**config.mk**
```make
export PLATFORM = sky130hd
export DESIGN_NAME = sfc_flag_ctrl
export DESIGN_NICKNAME = d
export VERILOG_FILES = /design/src/rtl/sfc_pkg.sv /design/src/rtl/sfc_level_counter.sv /design/src/rtl/sfc_flag_cell.sv /design/src/rtl/sfc_ctrl_regs.sv /design/src/rtl/sfc_flag_ctrl.sv
export SDC_FILE = /design/constraint.sdc
export NUM_CORES = 1
export LEC_CHECK = 0
export BUFFER_PORTS_ARGS = -buffer_cell sky130_fd_sc_hd__buf_2
export CAP_MARGIN = 20
export CORE_MARGIN = 3
export CORE_UTILIZATION = 56
export CTS_BUF_LIST = sky130_fd_sc_hd__clkbuf_8
export CTS_CLUSTER_SIZE = 12
export DETAILED_ROUTE_END_ITERATION = 6
export GPL_ROUTABILITY_DRIVEN = 0
export PLACE_DENSITY = 0.82
export SETUP_SLACK_MARGIN = 0.5
export SLEW_MARGIN = 25
export SYNTH_ARGS = -nofsm -noshare
export SYNTH_HDL_FRONTEND = slang
export SYNTH_HIERARCHICAL = 1
export SYNTH_SLANG_ARGS = --single-unit
```
**constraint.sdc**
```tcl
create_clock -name clk -period 3.2 [get_ports clk]
set_input_delay 0.48 -clock clk [delete_from_list [all_inputs] [get_ports clk]]
set_output_delay 0.48 -clock clk [all_outputs]
set_load 0.1 [all_outputs]
```
**src/rtl/sfc_pkg.sv**
```systemverilog
package sfc_pkg;

   localparam logic [1:0] ADDR_STATUS = 2'd0;
   localparam logic [1:0] ADDR_CTRL   = 2'd1;
   localparam logic [1:0] ADDR_TXCNT  = 2'd2;
   localparam logic [1:0] ADDR_RXCNT  = 2'd3;

   typedef struct packed {
      logic       rx_irq_en;
      logic       tx_irq_en;
      logic       rx_flush;
      logic       tx_flush;
      logic [1:0] tx_sel;
      logic [1:0] rx_sel;
   } ctrl_t;

   // receive level table: grows with the selector
   function automatic int rx_level(input logic [1:0] sel, input int depth);
      case (sel)
         2'd0:    return 1;
         2'd1:    return depth / 4;
         2'd2:    return depth / 2;
         default: return depth - 2;
      endcase
   endfunction

   // transmit level table: shrinks with the selector
   function automatic int tx_level(input logic [1:0] sel, input int depth);
      case (sel)
         2'd0:    return depth / 2;
         2'd1:    return depth / 4;
         2'd2:    return depth / 8;
         default: return 1;
      endcase
   endfunction

endpackage

```
**src/rtl/sfc_level_counter.sv**
```systemverilog
module sfc_level_counter #(
   parameter int DEPTH = 16,
   parameter int CW    = $clog2(DEPTH + 1)
) (
   input  logic          clk,
   input  logic          rst_n,
   input  logic          flush,
   input  logic          push,
   input  logic          pop,
   output logic [CW-1:0] count
);
   localparam logic [CW-1:0] FULL = CW'(DEPTH);

   logic take_in, take_out;

   assign take_in  = push & (count != FULL);
   assign take_out = pop  & (count != '0);

   always_ff @(posedge clk or negedge rst_n) begin
      if (!rst_n)
         count <= '0;
      else if (flush)
         count <= '0;
      else
         count <= count + CW'(take_in) - CW'(take_out);
   end

   a_r1_no_overflow: assert property (@(posedge clk) disable iff (!rst_n)
      count <= FULL);

   a_r9_flush_empties: assert property (@(posedge clk) disable iff (!rst_n)
      flush |=> (count == '0));

endmodule

```
**src/rtl/sfc_flag_cell.sv**
```systemverilog
module sfc_flag_cell #(
   parameter int CW    = 5,
   parameter bit IS_TX = 1'b1
) (
   input  logic          clk,
   input  logic          rst_n,
   input  logic [CW-1:0] count,
   input  logic [CW-1:0] level,
   input  logic          status_rd,
   input  logic          zero_wr,
   output logic          flag,
   output logic          dreq
);
   logic hit, armed, clr_ok, flag_n;

   generate
      if (IS_TX) begin : g_drain
         assign hit = (count <= level);
      end else begin : g_fill
         assign hit = (count >= level);
      end
   endgenerate

   assign clr_ok = zero_wr & armed;
   assign flag_n = hit | (flag & ~clr_ok);

   always_ff @(posedge clk or negedge rst_n) begin
      if (!rst_n) begin
         flag  <= 1'b0;
         dreq  <= 1'b0;
         armed <= 1'b0;
      end else begin
         flag  <= flag_n;
         dreq  <= flag_n & ~flag;
         armed <= (status_rd & flag) | (armed & ~clr_ok);
      end
   end

   a_r6_set_wins: assert property (@(posedge clk) disable iff (!rst_n)
      hit |=> flag);

   a_r4_clear_needs_read: assert property (@(posedge clk) disable iff (!rst_n)
      $fell(flag) |-> $past(zero_wr && armed));

   a_r8_dreq_on_rise: assert property (@(posedge clk) disable iff (!rst_n)
      dreq |-> (flag && !$past(flag)));

endmodule

```
**src/rtl/sfc_ctrl_regs.sv**
```systemverilog
module sfc_ctrl_regs
   import sfc_pkg::*;
#(
   parameter int CW    = 5,
   parameter int BUS_W = 8
) (
   input  logic             clk,
   input  logic             rst_n,
   input  logic [1:0]       addr,
   input  logic             wr,
   input  logic [BUS_W-1:0] wdata,
   input  logic [1:0]       flags,
   input  logic [CW-1:0]    tx_cnt,
   input  logic [CW-1:0]    rx_cnt,
   output ctrl_t            ctrl,
   output logic [BUS_W-1:0] rdata
);
   localparam int PAD = BUS_W - CW;

   always_ff @(posedge clk or negedge rst_n) begin
      if (!rst_n)
         ctrl <= '0;
      else if (wr && addr == ADDR_CTRL)
         ctrl <= ctrl_t'(wdata[7:0]);
   end

   always_comb begin
      rdata = '0;
      case (addr)
         ADDR_STATUS: rdata[1:0] = flags;
         ADDR_CTRL:   rdata[7:0] = ctrl;
         ADDR_TXCNT:  rdata = {{PAD{1'b0}}, tx_cnt};
         default:     rdata = {{PAD{1'b0}}, rx_cnt};
      endcase
   end

endmodule

```
**src/rtl/sfc_flag_ctrl.sv**
```systemverilog
module sfc_flag_ctrl
   import sfc_pkg::*;
#(
   parameter int DEPTH = 16,
   parameter int BUS_W = 8,
   parameter int CW    = $clog2(DEPTH + 1)
) (
   input  logic             clk,
   input  logic             rst_n,
   input  logic [1:0]       bus_addr,
   input  logic             bus_rd,
   input  logic             bus_wr,
   input  logic [BUS_W-1:0] bus_wdata,
   output logic [BUS_W-1:0] bus_rdata,
   input  logic             tx_push,
   input  logic             tx_pop,
   input  logic             rx_push,
   input  logic             rx_pop,
   output logic [CW-1:0]    tx_count,
   output logic [CW-1:0]    rx_count,
   output logic             tx_irq,
   output logic             rx_irq,
   output logic             tx_dreq,
   output logic             rx_dreq
);
   localparam int NDIR = 2;

   generate
      if (DEPTH < 8 || (DEPTH & (DEPTH - 1)) != 0) begin : g_bad_depth
         $error("DEPTH must be a power of two of at least 8");
      end
      if (BUS_W < 8 || BUS_W <= CW) begin : g_bad_bus
         $error("BUS_W must be at least 8 and wider than the count");
      end
   endgenerate

   ctrl_t             ctrl;
   logic [NDIR-1:0]   push_v, pop_v, flush_v, flag_v, dreq_v, zero_v;
   logic [CW-1:0]     cnt   [NDIR];
   logic [CW-1:0]     level [NDIR];
   logic              status_rd, status_wr;

   assign status_rd = bus_rd & (bus_addr == ADDR_STATUS);
   assign status_wr = bus_wr & (bus_addr == ADDR_STATUS);

   assign push_v  = {rx_push, tx_push};
   assign pop_v   = {rx_pop, tx_pop};
   assign flush_v = {ctrl.rx_flush, ctrl.tx_flush};
   assign level[0] = CW'(tx_level(ctrl.tx_sel, DEPTH));
   assign level[1] = CW'(rx_level(ctrl.rx_sel, DEPTH));

   genvar d;
   generate
      for (d = 0; d < NDIR; d++) begin : g_dir
         assign zero_v[d] = status_wr & ~bus_wdata[d];

         sfc_level_counter #(.DEPTH(DEPTH), .CW(CW)) u_cnt (
            .clk   (clk),
            .rst_n (rst_n),
            .flush (flush_v[d]),
            .push  (push_v[d]),
            .pop   (pop_v[d]),
            .count (cnt[d])
         );

         sfc_flag_cell #(.CW(CW), .IS_TX(d == 0)) u_flag (
            .clk       (clk),
            .rst_n     (rst_n),
            .count     (cnt[d]),
            .level     (level[d]),
            .status_rd (status_rd),
            .zero_wr   (zero_v[d]),
            .flag      (flag_v[d]),
            .dreq      (dreq_v[d])
         );
      end
   endgenerate

   sfc_ctrl_regs #(.CW(CW), .BUS_W(BUS_W)) u_regs (
      .clk    (clk),
      .rst_n  (rst_n),
      .addr   (bus_addr),
      .wr     (bus_wr),
      .wdata  (bus_wdata),
      .flags  (flag_v),
      .tx_cnt (cnt[0]),
      .rx_cnt (cnt[1]),
      .ctrl   (ctrl),
      .rdata  (bus_rdata)
   );

   assign tx_count = cnt[0];
   assign rx_count = cnt[1];
   assign tx_irq   = flag_v[0] & ctrl.tx_irq_en;
   assign rx_irq   = flag_v[1] & ctrl.rx_irq_en;
   assign tx_dreq  = dreq_v[0];
   assign rx_dreq  = dreq_v[1];

   a_r5_one_keeps_flag: assert property (@(posedge clk) disable iff (!rst_n)
      (status_wr && bus_wdata[0] && flag_v[0]) |=> flag_v[0]);

endmodule

```
# Word level (Yosys, flattened, before mapping)
# Cells that the tools add are included.
[totals] regBits=24 inputBits=18 output_inout_bits=22
[op_classes] add_sub_neg=4 order_cmp=2 n_eq_ne=8 mux=6 n_bitwise=30 reduce_logical=6
[op_table] op="one-hot mux 4 bit (3 select lines)" count=2
[op_table] op="AND 1 bit" count=20
[op_table] op="one-hot mux 6 bit (3 select lines)" count=1
[op_table] op="adder 5 x 1 -> 5 bit" count=2
[op_table] op="2-to-1 mux 5 bit" count=2
[op_table] op="!= test 5 bit (second input constant)" count=2
[op_table] op="nonzero test 5 bit" count=2
[op_table] op="subtractor 5 x 1 -> 5 bit" count=2
[op_table] op="equality test 2 x 1 -> 1 bit (second input constant)" count=3
[op_table] op="equality test 2 bit (second input constant)" count=3
[op_table] op="logical NOT 2 bit" count=3
[op_table] op="NOT 1 bit" count=6
[op_table] op="one-hot mux 2 bit (3 select lines)" count=1
[op_table] op=">= comparator 5 x 4 -> 1 bit" count=1
[op_table] op="<= comparator 5 x 4 -> 1 bit" count=1
[op_table] op="OR 1 bit" count=4
[op_table] op="logical AND 1 bit" count=1

# Logic depth before layout (Yosys ltp)
# Gate-level depths: netlist of run 1.
[depth] word_depth=8 mapped_depth=12 depth_no_buf=12

# Cells and area by module
# The synthesis of run 1 kept the hierarchy.
[by_module_without_submodules] module="sfc_level_counter" n_inst=2 cells_each=41 area_each_um2=379.1 seq_area_each_um2=125.1
[by_module_without_submodules] module="sfc_ctrl_regs" n_inst=1 cells_each=32 area_each_um2=485.5 seq_area_each_um2=200.2
[by_module_without_submodules] module="sfc_flag_cell (g_dir[1].u_flag)" n_inst=1 cells_each=28 area_each_um2=247.7 seq_area_each_um2=75.1
[by_module_without_submodules] module="sfc_flag_cell (g_dir[0].u_flag)" n_inst=1 cells_each=27 area_each_um2=229.0 seq_area_each_um2=75.1
[by_module_without_submodules] module="sfc_flag_ctrl" n_inst=1 cells_each=14 area_each_um2=81.3 seq_area_each_um2=0.0

# Worst setup path after synthesis of run 1
# OpenSTA, ideal clock, no wires.
[synth_path] path_kind="reg2reg" start="register g_dir[0].u_cnt.count[2]" end="register g_dir[0].u_cnt.count[4]" arrival_time_ps=2934 required_time_ps=3126 slack_ps=192 stages_incl_launch_ff=13 path_buffers=0 cell_sequence="dfrtp_1 inv_1 ha_1 nand3_1 nand2_1 ha_1 inv_1 ha_1 inv_1 fa_1 nand2b_1 a2111o_1 o21ai_2"
[synth_via] elab_chain_cells=5 word_cells_on_any_way=7
[synth_lines] element="from (decl)" line="sfc_level_counter.sv:10" rtl="output logic [CW-1:0] count"
[synth_lines] element="from (signal assigned)" line="sfc_level_counter.sv:25" rtl="count <= count + CW'(take_in) - CW'(take_out);"
[synth_lines] element="!= test 5 bit" line="sfc_level_counter.sv:16" rtl="assign take_in = push & (count != FULL);"
[synth_lines] element="AND 1 bit" line="sfc_level_counter.sv:16"
[synth_lines] element="adder 5 x 1 -> 5 bit" line="sfc_level_counter.sv:25"
[synth_lines] element="subtractor 5 x 1 -> 5 bit *" line="sfc_level_counter.sv:25"
[synth_lines] element="2-to-1 mux 5 bit *" line="sfc_level_counter.sv:22" rtl="else if (flush)"
# Mark *: on every way between the ends. The rest lies on a longest branch, timed or not.
# A chain may end at the register's enable or synchronous reset.

# Worst setup path in the final report of run 1
[layout_path] start="register g_dir[1].u_cnt.count[2]" end="register g_dir[1].u_cnt.count[4]"
[layout_via] elab_chain_cells=5 word_cells_on_any_way=7
[layout_lines] element="from (decl)" line="sfc_level_counter.sv:10"
[layout_lines] element="from (signal assigned)" line="sfc_level_counter.sv:25"
[layout_lines] element="!= test 5 bit" line="sfc_level_counter.sv:16"
[layout_lines] element="AND 1 bit" line="sfc_level_counter.sv:16"
[layout_lines] element="adder 5 x 1 -> 5 bit" line="sfc_level_counter.sv:25"
[layout_lines] element="subtractor 5 x 1 -> 5 bit *" line="sfc_level_counter.sv:25"
[layout_lines] element="2-to-1 mux 5 bit *" line="sfc_level_counter.sv:22"
# Marked as above.

==> flow_summary.json, run 1 <==
{
  "setup_viol": 0,
  "root_buffer": "clkbuf_8",
  "fin_skew_ns": 0.00214,
  "area_growth_pct": 18.7,
  "dr.first_iter.drc_count": 66,
  "required_ns": 3.40,
  "routedWlPerCell_um": 15.1,
  "drtPass1Iterations": 4,
  "cts_tree": "built",
  "maxSlewHeadroom_pct": 65.4,
  "ys.flop_type": "dfrtp_1",
  "core_region_area_um2": 2900,
  "htreeDepth": 1,
  "end_kind": "flop",
  "totalWireLength_um": 4090,
  "insertion_delay_ns": 0.27,
  "ys_seq_area_share_pct": 33.3,
  "cp_max_fo": 4,
  "syn_area_um2": 1800,
  "gr-total-overflow": 0,
  "clock-sinks": 24,
  "nets": 271,
  "ys_ff_latch": 24,
  "synth_top_area_share_pct": 33.3,
  "ant_nets": 0,
  "final_cell_count_no_fill": 270,
  "numPlacedInstances": 261,
  "fp.dieH_um": 62.7,
  "vias": 1502,
  "antenna_found_initial": 0,
  "dp_hpwl_um": 3120,
  "rr_endpoint": "g_dir[1].u_cnt/count[4]",
  "final-hold-violation-count": 0,
  "hp-class": "input port to asynchronous set/reset pin",
  "fin_crit_sh_pct": 79.7,
  "drive_gt1_share_pct": 32.9,
  "cts_hold_buf": 0,
  "grt_util_all_layers_pct": 22.2,
  "cts_buffers": 3,
  "crit_arrival_ns": 2.75,
  "grt_pass1_vias": 1533,
  "rows": 19,
  "num_io_pins": 40,
  "status": "finished, final reports clean",
  "yosys_warnings": 6,
  "drc": 0,
  "start_util_pct": 62.1,
  "die_w_um": 62.7,
  "vias_per_cell": 5.56,
  "tightest_slew_ns": 0.520,
  "async_flop_share_pct": 100,
  "timing.setup.critical_path_class": "flop to flop",
  "rrSetupSlack_ns": 0.65,
  "synth_area_leaders": "dfrtp_1 (33%), ha_1 (15%), mux2_2 (5.6%)",
  "worstReg2RegStart": "g_dir[1].u_cnt/count[2]",
  "fin_tns_setup_ns": 0,
  "portBuffers": 39,
  "maxCapViolCount": 0,
  "syn_inst": 183,
  "drv_slew": 0,
  "grt_start_max_net_pins": 25,
  "worst_hold_slack_ns": 0.177,
  "final.min_clock_period_ns": 2.55,
  "start_kind": "flop",
  "clkTransAtPathRegs_ns": 0.08,
  "fmax_mhz": 392,
  "synth.largest_area_cell": "dfrtp_1",
  "synth.distinct_cells": 40,
  "synth-edff-count": 0,
  "n_antenna_cell": 0,
  "reg2regPathDepth": 12,
  "die_area_um2": 3930,
  "grt_setup_unrepaired": "false",
  "syn_avg_cell_area_um2": 9.85,
  "grt_pass1_wl_um": 7000,
  "clockBufferDepth": 2
}
-- how the worst max path moves through the flow --
stage                                 start                 endpoint  slack, ns  cells after the start
floorplan           g_dir[0].u_cnt/count[2]  g_dir[0].u_cnt/count[4]       0.51                     12
global placement    g_dir[1].u_cnt/count[3]  g_dir[1].u_cnt/count[4]       0.69                     12
detailed placement  g_dir[1].u_cnt/count[2]  g_dir[1].u_cnt/count[4]       0.60                     12
CTS                 g_dir[1].u_cnt/count[2]  g_dir[1].u_cnt/count[4]       0.57                     12
global route        g_dir[1].u_cnt/count[3]  g_dir[1].u_cnt/count[4]       0.50                     12
finish              g_dir[1].u_cnt/count[2]  g_dir[1].u_cnt/count[4]       0.65                     12
-- metal layers --
layer	track usage [%]	wire length, um
met4	7.99	67
met5	0	0
met1	27.2	1690
met3	2.70	227
met2	39.7	2110
-- sequential cells by signal, summed over array words and instances (netlist names) --
signal and count:
g_dir.u_flag/armed 2, u_regs/ctrl 8, g_dir.u_flag/flag 2, g_dir.u_flag/dreq 2, g_dir.u_cnt/count 10
-- cells in the mapped netlist, types with 3 or more instances --
master    count
inv_1        26
dfrtp_1      24
ha_1         22
nor2_1       12
a21oi_1       9
mux2_2        9
nand2_1       9
and2_1        7
nand2b_1      7
nor2b_1       7
nand3_1       5
a22o_1        3
-- cells by family after synthesis --
kind of cell             Yosys count  synth area share [%]
buffers and inverters             30                  7.08
XOR/XNOR                           4                  1.94
multiplexers                      13                  10.2
AO/OA/AOI/OAI                     29                  11.6
flip-flops                        24                  33.3
AND/OR/NAND/NOR                   58                  18.1
other                              1                 0.208
adder cells (fa/ha/maj)           24                  17.5
-- critical path, cell delays in order (launching register included) --
cell      delay (ns)
dfrtp_2         0.44
inv_1           0.10
ha_1            0.18
nand2_1         0.06
o21a_1          0.16
ha_1            0.28
inv_1           0.06
ha_1            0.17
inv_1           0.06
fa_2            0.35
nand2b_1        0.18
a2111o_1        0.39
o21ai_2         0.06
-- per-stage QoR --
step / util [%] / area, um^2 / setup slack, ns
6_report: 73.7 / 2140 / 0.649
4_1_cts: 72.1 / 2090 / 0.571
3_3_place_gp: 70.2 / 2040 / 0.688
2_1_floorplan: - / 1820 / 0.513
5_1_grt: 73.7 / 2140 / 0.504
3_5_place_dp: 70.2 / 2040 / 0.597
-- cells in the final DEF, fill, tap and decap left out, types with 3 or more instances in the layout --
| master | instances |
|---|---|
| a21oi_1 | 9 |
| a22o_1 | 3 |
| and2_1 | 7 |
| buf_2 | 39 |
| buf_4 | 5 |
| clkbuf_8 | 4 |
| dfrtp_1 | 14 |
| dfrtp_2 | 10 |
| ha_1 | 22 |
| inv_1 | 26 |
| mux2_2 | 9 |
| nand2_1 | 9 |
| nand2b_1 | 6 |
| nand3_1 | 5 |
| nor2_1 | 12 |
| nor2b_1 | 7 |
-- final cells by class --
| cell class | instances | area [um^2] |
|---|---|---|
| Tap cell | 42 | 52.6 |
| Timing Repair Buffer | 44 | 233 |
| Fill cell | 208 | 762 |
| Sequential cell | 24 | 613 |
| Clock buffer | 4 | 55.1 |
| Multi-Input combinational cell | 130 | 1090 |
| Inverter | 26 | 97.6 |
-- repair_timing --
item	4_1_cts	5_1_grt
resized for setup	0	2
setup buffers	0	5
setup endpoints to repair	0	2
Power of run 1 is left out: the tool's default activity adds up to more than one toggle a clock period on the data nets, which glitch-free logic cannot reach.
==> inputs of run 2 (changes only) <==
CORE_UTILIZATION = 51   (was 56)
PLACE_DENSITY = 0.79   (was 0.82)
clock period = 2.2 ns   (was 3.2 ns; I/O delays follow)
==> run 2 against run 1 <==
Net effect:
- the flow now finishes with violations (setup timing)
- clock skew rose by 0.0028 ns
- cell area is 24% higher
- sequential cell count is the same
- die area grew 8.8%
- sequential share of layout area shrank 4.6 points
- count of clock-buffer cells in the layout stayed put
- setup slack got worse by 0.90 ns
- worst hold slack worse by 0.14 ns
- routed wire length up 22%
- first-iteration DRC count fell by 20%
- final cell count rose by 7.4%
- core utilization up 9.0 points
- largest cell class unchanged
==> flow_summary.json, run 2 (synthesized netlist as in run 1, its figures left out) <==
{
  "timing.setup.critical_path_class": "flop to flop",
  "drc": 0,
  "fin_skew_ns": 0.00492,
  "grt_util_all_layers_pct": 23.7,
  "routedWlPerCell_um": 17.2,
  "root_buffer": "clkbuf_8",
  "vias": 1620,
  "dr.first_iter.drc_count": 53,
  "crit_path_max_incr_delay_ns": 0.49,
  "mostFrequentLayoutCells": "buf_2 (30), inv_1 (16), buf_4 (15)",
  "path_cells": "inv_4 > ha_4 > nand2_2 > o21a_1 > ha_4 > inv_2 > ha_4 > inv_2 > fa_2 > nand2b_4 > a2111o_1 > o21ai_2",
  "reg_top3": "g_dir.u_cnt/count (10), u_regs/ctrl (8)",
  "cts_buffers": 3,
  "gr-total-overflow": 0,
  "violations": "setup timing",
  "die_w_um": 65.4,
  "maxCapViolCount": 0,
  "p_leak_uw": 0.00122,
  "final_common_cell": "buf_2",
  "end_kind": "flop",
  "ir_drop_mv": 1.06,
  "die_area_um2": 4280,
  "fmax_mhz": 408,
  "largest_reg_flops": 10,
  "fp.dieH_um": 65.4,
  "startpoint": "g_dir[0].u_cnt/count[2]",
  "totalWireLength_um": 4980,
  "drv_slew": 0,
  "rows": 20,
  "clockBufferDepth": 2,
  "final-hold-violation-count": 0,
  "nets": 289,
  "n_antenna_cell": 0,
  "cellPowerDensity_nw_per_um2": 1600,
  "grt_setup_unrepaired": "true",
  "start_kind": "flop",
  "vias_per_cell": 5.59,
  "cts_hold_buf": 0,
  "insertion_delay_ns": 0.27,
  "numPlacedInstances": 278,
  "fin_crit_sh_pct": 111,
  "worst_slack_ns": -0.250,
  "portBuffers": 39,
  "htreeDepth": 1,
  "grt_start_max_net_pins": 25,
  "core_region_area_um2": 3200,
  "crit_top_cell": "ha_4",
  "worstReg2RegStart": "g_dir[0].u_cnt/count[2]",
  "status": "finished, violations left",
  "cp_max_fo": 2,
  "final_cell_count_no_fill": 290,
  "drive_gt1_share_pct": 54.5,
  "clkTransAtPathRegs_ns": 0.09,
  "drtPass1Iterations": 4,
  "final.min_clock_period_ns": 2.45,
  "start_util_pct": 56.3,
  "cts_tree": "built",
  "antenna_found_initial": 0,
  "slowest_stage": "dfrtp_4",
  "clock-sinks": 24,
  "setup_viol": 4,
  "area_growth_pct": 47.0,
  "grt_pass1_wl_um": 7760,
  "regMostFlops": "g_dir.u_cnt/count",
  "crit_arrival_ns": 2.65,
  "required_ns": 2.40,
  "tightest_slew_ns": 0.561,
  "hp-class": "input port to asynchronous set/reset pin",
  "maxSlewHeadroom_pct": 62.6,
  "place_ws_ns": -0.163,
  "grt_pass1_vias": 1668,
  "dp_hpwl_um": 3330,
  "num_io_pins": 40,
  "ant_nets": 0
}
## run 2: cell count changes in the layout (fill, tap and decap cells not counted), moves of 8 or more
cell and change:
inv_1 -10, ha_1 -8, ha_4 +8, dfrtp_4 +9, buf_6 +11, buf_4 +10, buf_2 -9
## run 2: area by class of cell
class	instances	area [um^2]
Clock buffer	4	55.1
Fill cell	187	554
Inverter	26	105
Multi-Input combinational cell	130	1300
Sequential cell	24	638
Tap cell	44	55.1
Timing Repair Buffer	62	494
## run 2: critical path: cells and delay by family (launching register included)
| kind | cells | cell delay [ns] |
|---|---|---|
| AOI/OAI and AO/OA | 3 | 0.66 |
| adders and majority gates | 4 | 0.86 |
| buffers and inverters | 3 | 0.17 |
| DFF | 1 | 0.49 |
| and+or+nand+nor | 2 | 0.20 |
## run 2: what timing repair did
action / 4_1_cts / 5_1_grt
gates cloned: 0 / 0
buffers inserted: 4 / 4
endpoints found under the setup margin: 16 / 21
endpoints found under the hold margin: 0 / 0
resized for setup: 38 / 19
pin swaps: 3 / 6
## run 2: metrics by stage
| step | util [%] | cell area, um^2 | setup TNS (ns) | hold slack [ns] | power, uW |
|---|---|---|---|---|---|
| 3_5_place_dp | 72.0 | 2300 | -0.318 | 0.350 | 3390 |
| 4_1_cts | 79.4 | 2540 | -0.345 | 0.0538 | 3960 |
| 3_3_place_gp | 72.0 | 2300 | -0.242 | 0.340 | 3290 |
| 6_report | 82.7 | 2650 | -0.537 | 0.0405 | 4230 |
| 2_1_floorplan | - | 1970 | -0.603 | 0.0344 | 2800 |
| 5_1_grt | 82.7 | 2650 | -0.864 | 0.0703 | 4470 |
## run 2: final timing paths
check                           depth (start not counted)  slack, ns                      end
min in group clk                                        2       0.29           u_regs/ctrl[5]
worst max-delay path                                   12      -0.25  g_dir[0].u_cnt/count[4]
max in group asynchronous                               1       1.74  g_dir[0].u_cnt/count[2]
worst min register to register                          1       0.50     g_dir[0].u_flag/dreq
worst max register to register                         12      -0.25  g_dir[0].u_cnt/count[4]
worst min-delay path                                    1       0.04           u_regs/ctrl[7]
## run 2: power breakdown
group	total, uW	switching, uW	internal (uW)	leakage (uW)
Clock	304	144	160	0.0000288
Sequential	751	134	618	0.000275
Combinational	3180	1950	1230	0.000917
## run 2: layer usage
layer | vias up | track usage [%] | wire, um
met2 | 62 | 42.6 | 2580
li1 | 744 | - | -
met4 | 0 | 10.9 | 151
met5 | - | 0 | 0
met1 | 796 | 27.6 | 1990
met3 | 18 | 3.25 | 260
Note: power is estimated with default switching activity, not from simulation.
